## src/rtl/ecc_chk_pkg.sv

```systemverilog
package ecc_chk_pkg;

  // Outcome of one 256-byte check
  typedef enum logic [1:0] {
    ST_CLEAN    = 2'd0,
    ST_FIXED    = 2'd1,
    ST_CODE_ERR = 2'd2,
    ST_MULTI    = 2'd3
  } ecc_status_e;

  // Set-bit count of a vector up to 32 bits wide
  function automatic logic [5:0] popcnt32(input logic [31:0] v);
    logic [5:0] n;
    n = '0;
    for (int i = 0; i < 32; i++) n = n + {5'd0, v[i]};
    return n;
  endfunction

  // True when the status means the section cannot be trusted
  function automatic logic is_bad(input ecc_status_e s);
    return (s == ST_CODE_ERR) || (s == ST_MULTI);
  endfunction

endpackage

```

## src/rtl/ecc_sec_accum.sv

```systemverilog
module ecc_sec_accum
  import ecc_chk_pkg::*;
#(
  parameter int FLIP_W = 2
) (
  input  logic              clk,
  input  logic              rst_n,
  input  logic              chk_i,
  input  logic              last_i,
  input  ecc_status_e       status_i,
  output logic              done_o,
  output logic              fail_o,
  output logic [FLIP_W-1:0] flips_o
);

  localparam logic [FLIP_W-1:0] FLIP_MAX = '1;

  logic              acc_fail;
  logic [FLIP_W-1:0] acc_flips;
  logic              cur_bad;
  logic              tot_fail;
  logic [FLIP_W-1:0] tot_flips;

  assign cur_bad   = is_bad(status_i);
  assign tot_fail  = acc_fail | cur_bad;
  assign tot_flips = (status_i == ST_FIXED && acc_flips != FLIP_MAX)
                     ? acc_flips + 1'b1 : acc_flips;

  always_ff @(posedge clk or negedge rst_n) begin
    if (!rst_n) begin
      acc_fail  <= 1'b0;
      acc_flips <= '0;
      done_o    <= 1'b0;
      fail_o    <= 1'b0;
      flips_o   <= '0;
    end else begin
      done_o <= chk_i & last_i;
      if (chk_i) begin
        if (last_i) begin
          fail_o    <= tot_fail;
          flips_o   <= tot_fail ? '0 : tot_flips;
          acc_fail  <= 1'b0;
          acc_flips <= '0;
        end else begin
          acc_fail  <= tot_fail;
          acc_flips <= tot_flips;
        end
      end
    end
  end


  bad_sets_fail_chk: assert property (@(posedge clk) disable iff (!rst_n)
    chk_i && last_i && cur_bad |=> done_o && fail_o && flips_o == '0);

endmodule

```

## config.mk

```make
export PLATFORM = sky130hd
export DESIGN_NAME = ecc_sec_accum
export DESIGN_NICKNAME = d
export VERILOG_FILES = /design/src/rtl/ecc_chk_pkg.sv /design/src/rtl/ecc_sec_accum.sv
export SDC_FILE = /design/constraint.sdc
export NUM_CORES = 1
export LEC_CHECK = 0
export BUFFER_PORTS_ARGS = -buffer_cell sky130_fd_sc_hd__buf_4
export CORE_AREA = 5 5 42 44
export CTS_CLUSTER_SIZE = 10
export DETAILED_ROUTE_END_ITERATION = 8
export DIE_AREA = 0 0 47 49
export HOLD_SLACK_MARGIN = 0.15
export PLACE_DENSITY = 0.46
export SYNTH_ARGS = -nofsm -noshare
export SYNTH_HDL_FRONTEND = slang
export SYNTH_SLANG_ARGS = --single-unit
```

## constraint.sdc

```tcl
create_clock -name clk -period 2.85 [get_ports clk]
set_clock_uncertainty 0.15 [all_clocks]
set_input_delay 0.4275 -clock clk [delete_from_list [all_inputs] [get_ports clk]]
set_output_delay 0.4275 -clock clk [all_outputs]
set_load 0.005 [all_outputs]
```

**Word-level counts from Yosys, hierarchy flattened**

Cells that the tools add are included.

- Flip-flop bits (word level): 7
- Input bits: 6
- Output and inout bits: 4
- Logic and storage cells: 19

- Add/sub/neg operators: 1
- Equal/unequal tests: 4
- Muxes and demuxes: 4
- Bitwise operators: 2
- Reductions and logical operators: 3

Operators by type and width:

| cell | number |
|---|---|
| $mux 2 | 3 |
| $eq 2x2->1 const B | 2 |
| $add 2x1->2 const B | 1 |
| $eq 2x1->1 const B | 1 |
| $ne 2x2->1 const B | 1 |
| $reduce_and 2->1 | 1 |
| $and 1x1->1 | 1 |
| $logic_and 1x1->1 | 1 |
| $logic_or 1x1->1 | 1 |
| $mux 1 | 1 |
| $or 1x1->1 | 1 |

**Logic depth before layout (Yosys ltp)**

- Depth in word-level cells: 4
- Mapped depth: 4
- Depth with buffers taken out: 4

**Least setup slack after synthesis**

No wires, ideal clock.

- Path kind: flip-flop to flip-flop
- Start: reg acc_flips[0]
- End: reg acc_flips[1]
- Library setup time: 0.082 ns
- Arrival: 1.249 ns
- Required time: 2.618 ns
- Slack: 1.368 ns
- Stages on the path, launching flop included: 5
- Buffers on the path: 0
- Period minus slack after synthesis: 1.482 ns
- Cells stage by stage: dfrtp_1 > ha_1 > nor3b_2 > mux2_1 > o22ai_1

- Word-level cells in the longest chain between the ends: 4
- Elaborated cells on any way between the ends: 5
- Classes of those cells: 1 x add/sub; 1 x eq/ne; 2 x mux; 1 x reduce/logical

Ends and longest elaborated chain:

| what | line | source |
|---|---|---|
| from (decl) | ecc_sec_accum.sv:19 | `logic [FLIP_W-1:0] acc_flips;` |
| from (signal assigned) | ecc_sec_accum.sv:46 | `acc_flips <= tot_flips;` |
| branches (longest 2 deep; another with $add 2x1->2) | -- |  |
| $mux 2 (*) | ecc_sec_accum.sv:27 | `? acc_flips + 1'b1 : acc_flips;` |
| $mux 2 (*) | ecc_sec_accum.sv:39 | `if (last_i) begin` |

Mark *: on every way between the ends.
A chain may end at the register's enable or synchronous reset.

**Final worst setup path**

Ends and elaborated chain as after synthesis.

==> impl_metrics.ini <==
[run_status]
status = complete, no violations

[timing]
fmax_mhz = 628
hold_viol = 0
drv_slew = 0
tns_ns = 0
finalCritPeriodShare_pct = 55.9
tightest_slew_ns = 0.226
slew_headroom_pct = 84.9
grt_setup_unrepaired = false
setup_viol = 0
timing.final.crit_period_ns = 1.59

[pwr]
pwr_density_cell_nw_per_um2 = 593
total_power_mw = 0.269
p_leak_nw = 0.220
ir_worst_vdd_mv = 0.198

[setup_path]
crit_path_start_kind = flop
crit_type = flop to flop
cp.required_ns = 2.89
critPathMaxStageDelay_ns = 0.42
arrival_ns = 1.63
cp_max_fo = 4
critPathCaptureType = flop
path_cells = ha_1, nor3b_2, mux2_1, o22ai_1
crit_slowest_cell = dfrtp_1
crit_family = flip-flops
path_buf_inv = 0

[clocking]
root_buffer = clkbuf_4
cts_buffer_depth = 2
cts_tree = yes
worstSkewPairLatency_ns = 0.26
path_clk_slew_ns = 0.06
cts_sinks = 7
cts_buffers = 3
htreeDepth = 1

[yosys]
yosys.area_share.simple_pct = 17.8
syn-cell-area_um2 = 330
synth_top_area_share_pct = 53.0
avgSynthCellArea_um2 = 11.4
yosys_warnings = 0
synthMuxAreaShare_pct = 6.44
synth-seq-cells = 7
synth_nets = 36
yosysTopAreaCell = dfrtp_1
yosysUniqueCellTypes = 20
synth_compound_area_share_pct = 14.0
ys_seq_area_share_pct = 53.0
synth_top_family_by_area = simple AND/OR/NAND/NOR gates
synth_fa_ha_area_share_pct = 3.79
synth-xor-area-share_pct = 2.65
synth_cells = 29
yosys-top-cells-area = dfrtp_1 53%, ha_1 3.8%, nor3b_2 3.8%, mux2_1 3.4%, nand2_1 3.4%

[routing]
dr.first_iter.drc_count = 4
drc = 0
drtPass1Iterations = 4
antenna_left = 0
drt_wl_total_um = 729
route.vias.total = 269
vias_per_cell = 4.56
wl_per_cell_um = 12.4

[placement]
io_buffer_count = 9
hpwlAfterDp_um = 557
gp_congestion = 0.691

[die]
initial_core_util_pct = 23.6
rows = 14
ioPinCount = 10
dieArea_um2 = 2300
coreArea_um2 = 1400
fp.dieH_um = 49
die_w_um = 47

[finish]
layout-drive-gt1-share_pct = 37.2
nets = 51
syn_to_final_growth_pct = 37.5
final_common_cell = buf_4
fillers = 147
antenna_cells = 0
layout_common_cells = 9 x buf_4, 7 x dfrtp_1, 3 x nand2_1, 3 x clkbuf_4, 2 x inv_1

[global_routing]
antenna_found_initial = 0
grt_pass1_wl_um = 1200
grt_max_degree = 8
grt.overflow.total = 0
first_global_vias = 274
grtUsageTotal_pct = 7.86

[run]
drv_cap = 0

[hold_path]
min_path_type = input port to flop
[logic make-up (layout without fill, tap and decap cells)]
| group | count (synthesis) | after routing |
|---|---|---|
| AND/OR/NAND/NOR | 9 | 9 |
| multiplexers | 2 | 2 |
| AO/OA/AOI/OAI | 7 | 7 |
| flip-flops | 7 | 7 |
| buffers and inverters | 2 | 16 |
| adder cells (fa/ha/maj) | 1 | 1 |
| XOR/XNOR | 1 | 1 |
[layout make-up]
| type | count | area [um2] | area share [%] |
|---|---|---|---|
| clock buffer | 4 | 26.3 | 5.79 |
| timing repair buffer | 10 | 77.6 | 17.1 |
| inverter | 2 | 7.51 | 1.65 |
| multi-input combinational | 20 | 148 | 32.5 |
| sequential | 7 | 175 | 38.6 |
| tap | 16 | 20.0 | 4.41 |
[power breakdown]
group | switching [mW] | internal [mW] | total [mW]
combinational | 0.0239 | 0.0291 | 0.0530
clock | 0.0429 | 0.0538 | 0.0967
sequential | 0.00808 | 0.112 | 0.120
[repair_timing]
item / CTS / global route
gates resized for setup: 0 / 0
setup buffers: 0 / 0
hold buffers: 1 / 0
endpoints found under the hold margin: 7 / 0
[worst register-to-register path: cells and delay by family (launching register included)]
family                   cells  cell delay (ns)
AND/OR/NAND/NOR              1             0.24
flip-flops                   1             0.42
AO/OA/AOI/OAI                1             0.12
multiplexers                 1             0.34
adder cells (fa/ha/maj)      1             0.24
[through the flow]
stage	utilization, %	hold slack, ns	cells	instance area [um2]	setup slack [ns]
after global placement	29.8	0.0946	54	418	1.32
after detailed placement	29.8	0.0965	54	418	1.28
after global routing	32.4	0.240	59	454	1.13
after floorplan	-	-0.0181	29	330	1.37
after CTS	32.4	0.216	59	454	1.24
final	32.4	0.216	59	454	1.26
[per-layer routing]
layer | vias to the layer above | GRT usage (%) | part of all wire [%]
met5 | - | 0 | 0
li1 | 130 | - | -
met1 | 125 | 6.94 | 37
met4 | 0 | 8.29 | 5.6
met2 | 9 | 11.8 | 49
met3 | 5 | 3.69 | 7.8
[Yosys cell counts (all sizes together)]
master,instances
dfrtp,7
nand2,4
o21ai,3
inv,2
nor3b,2
a21oi,1
a22o,1
ha,1
mux2,1
mux2i,1
nand2b,1
nor2,1
o21a,1
o22ai,1
or3,1
xor2,1
[worst paths after layout]
check / end / cells past startpoint / start / slack [ns]
max in group asynchronous: fail_o$_DFFE_PN0P_ / 2 / rst_n / 2.06
worst max-delay path: acc_flips[1]$_DFFE_PN0P_ / 4 / acc_flips[0]$_DFFE_PN0P_ / 1.26
worst max register to register: acc_flips[1]$_DFFE_PN0P_ / 4 / acc_flips[0]$_DFFE_PN0P_ / 1.26
worst min-delay path: acc_flips[1]$_DFFE_PN0P_ / 2 / last_i / 0.22
min in group asynchronous: acc_flips[0]$_DFFE_PN0P_ / 2 / rst_n / 0.37
worst min register to register: flips_o[0]$_DFFE_PN0P_ / 2 / flips_o[0]$_DFFE_PN0P_ / 0.33
[registers in the layout (all words and copies together), names as in the netlist]
signal	count
fail_o	1
done_o	1
acc_fail	1
acc_flips	2
flips_o	2
Power figures use the tool's default switching activity.
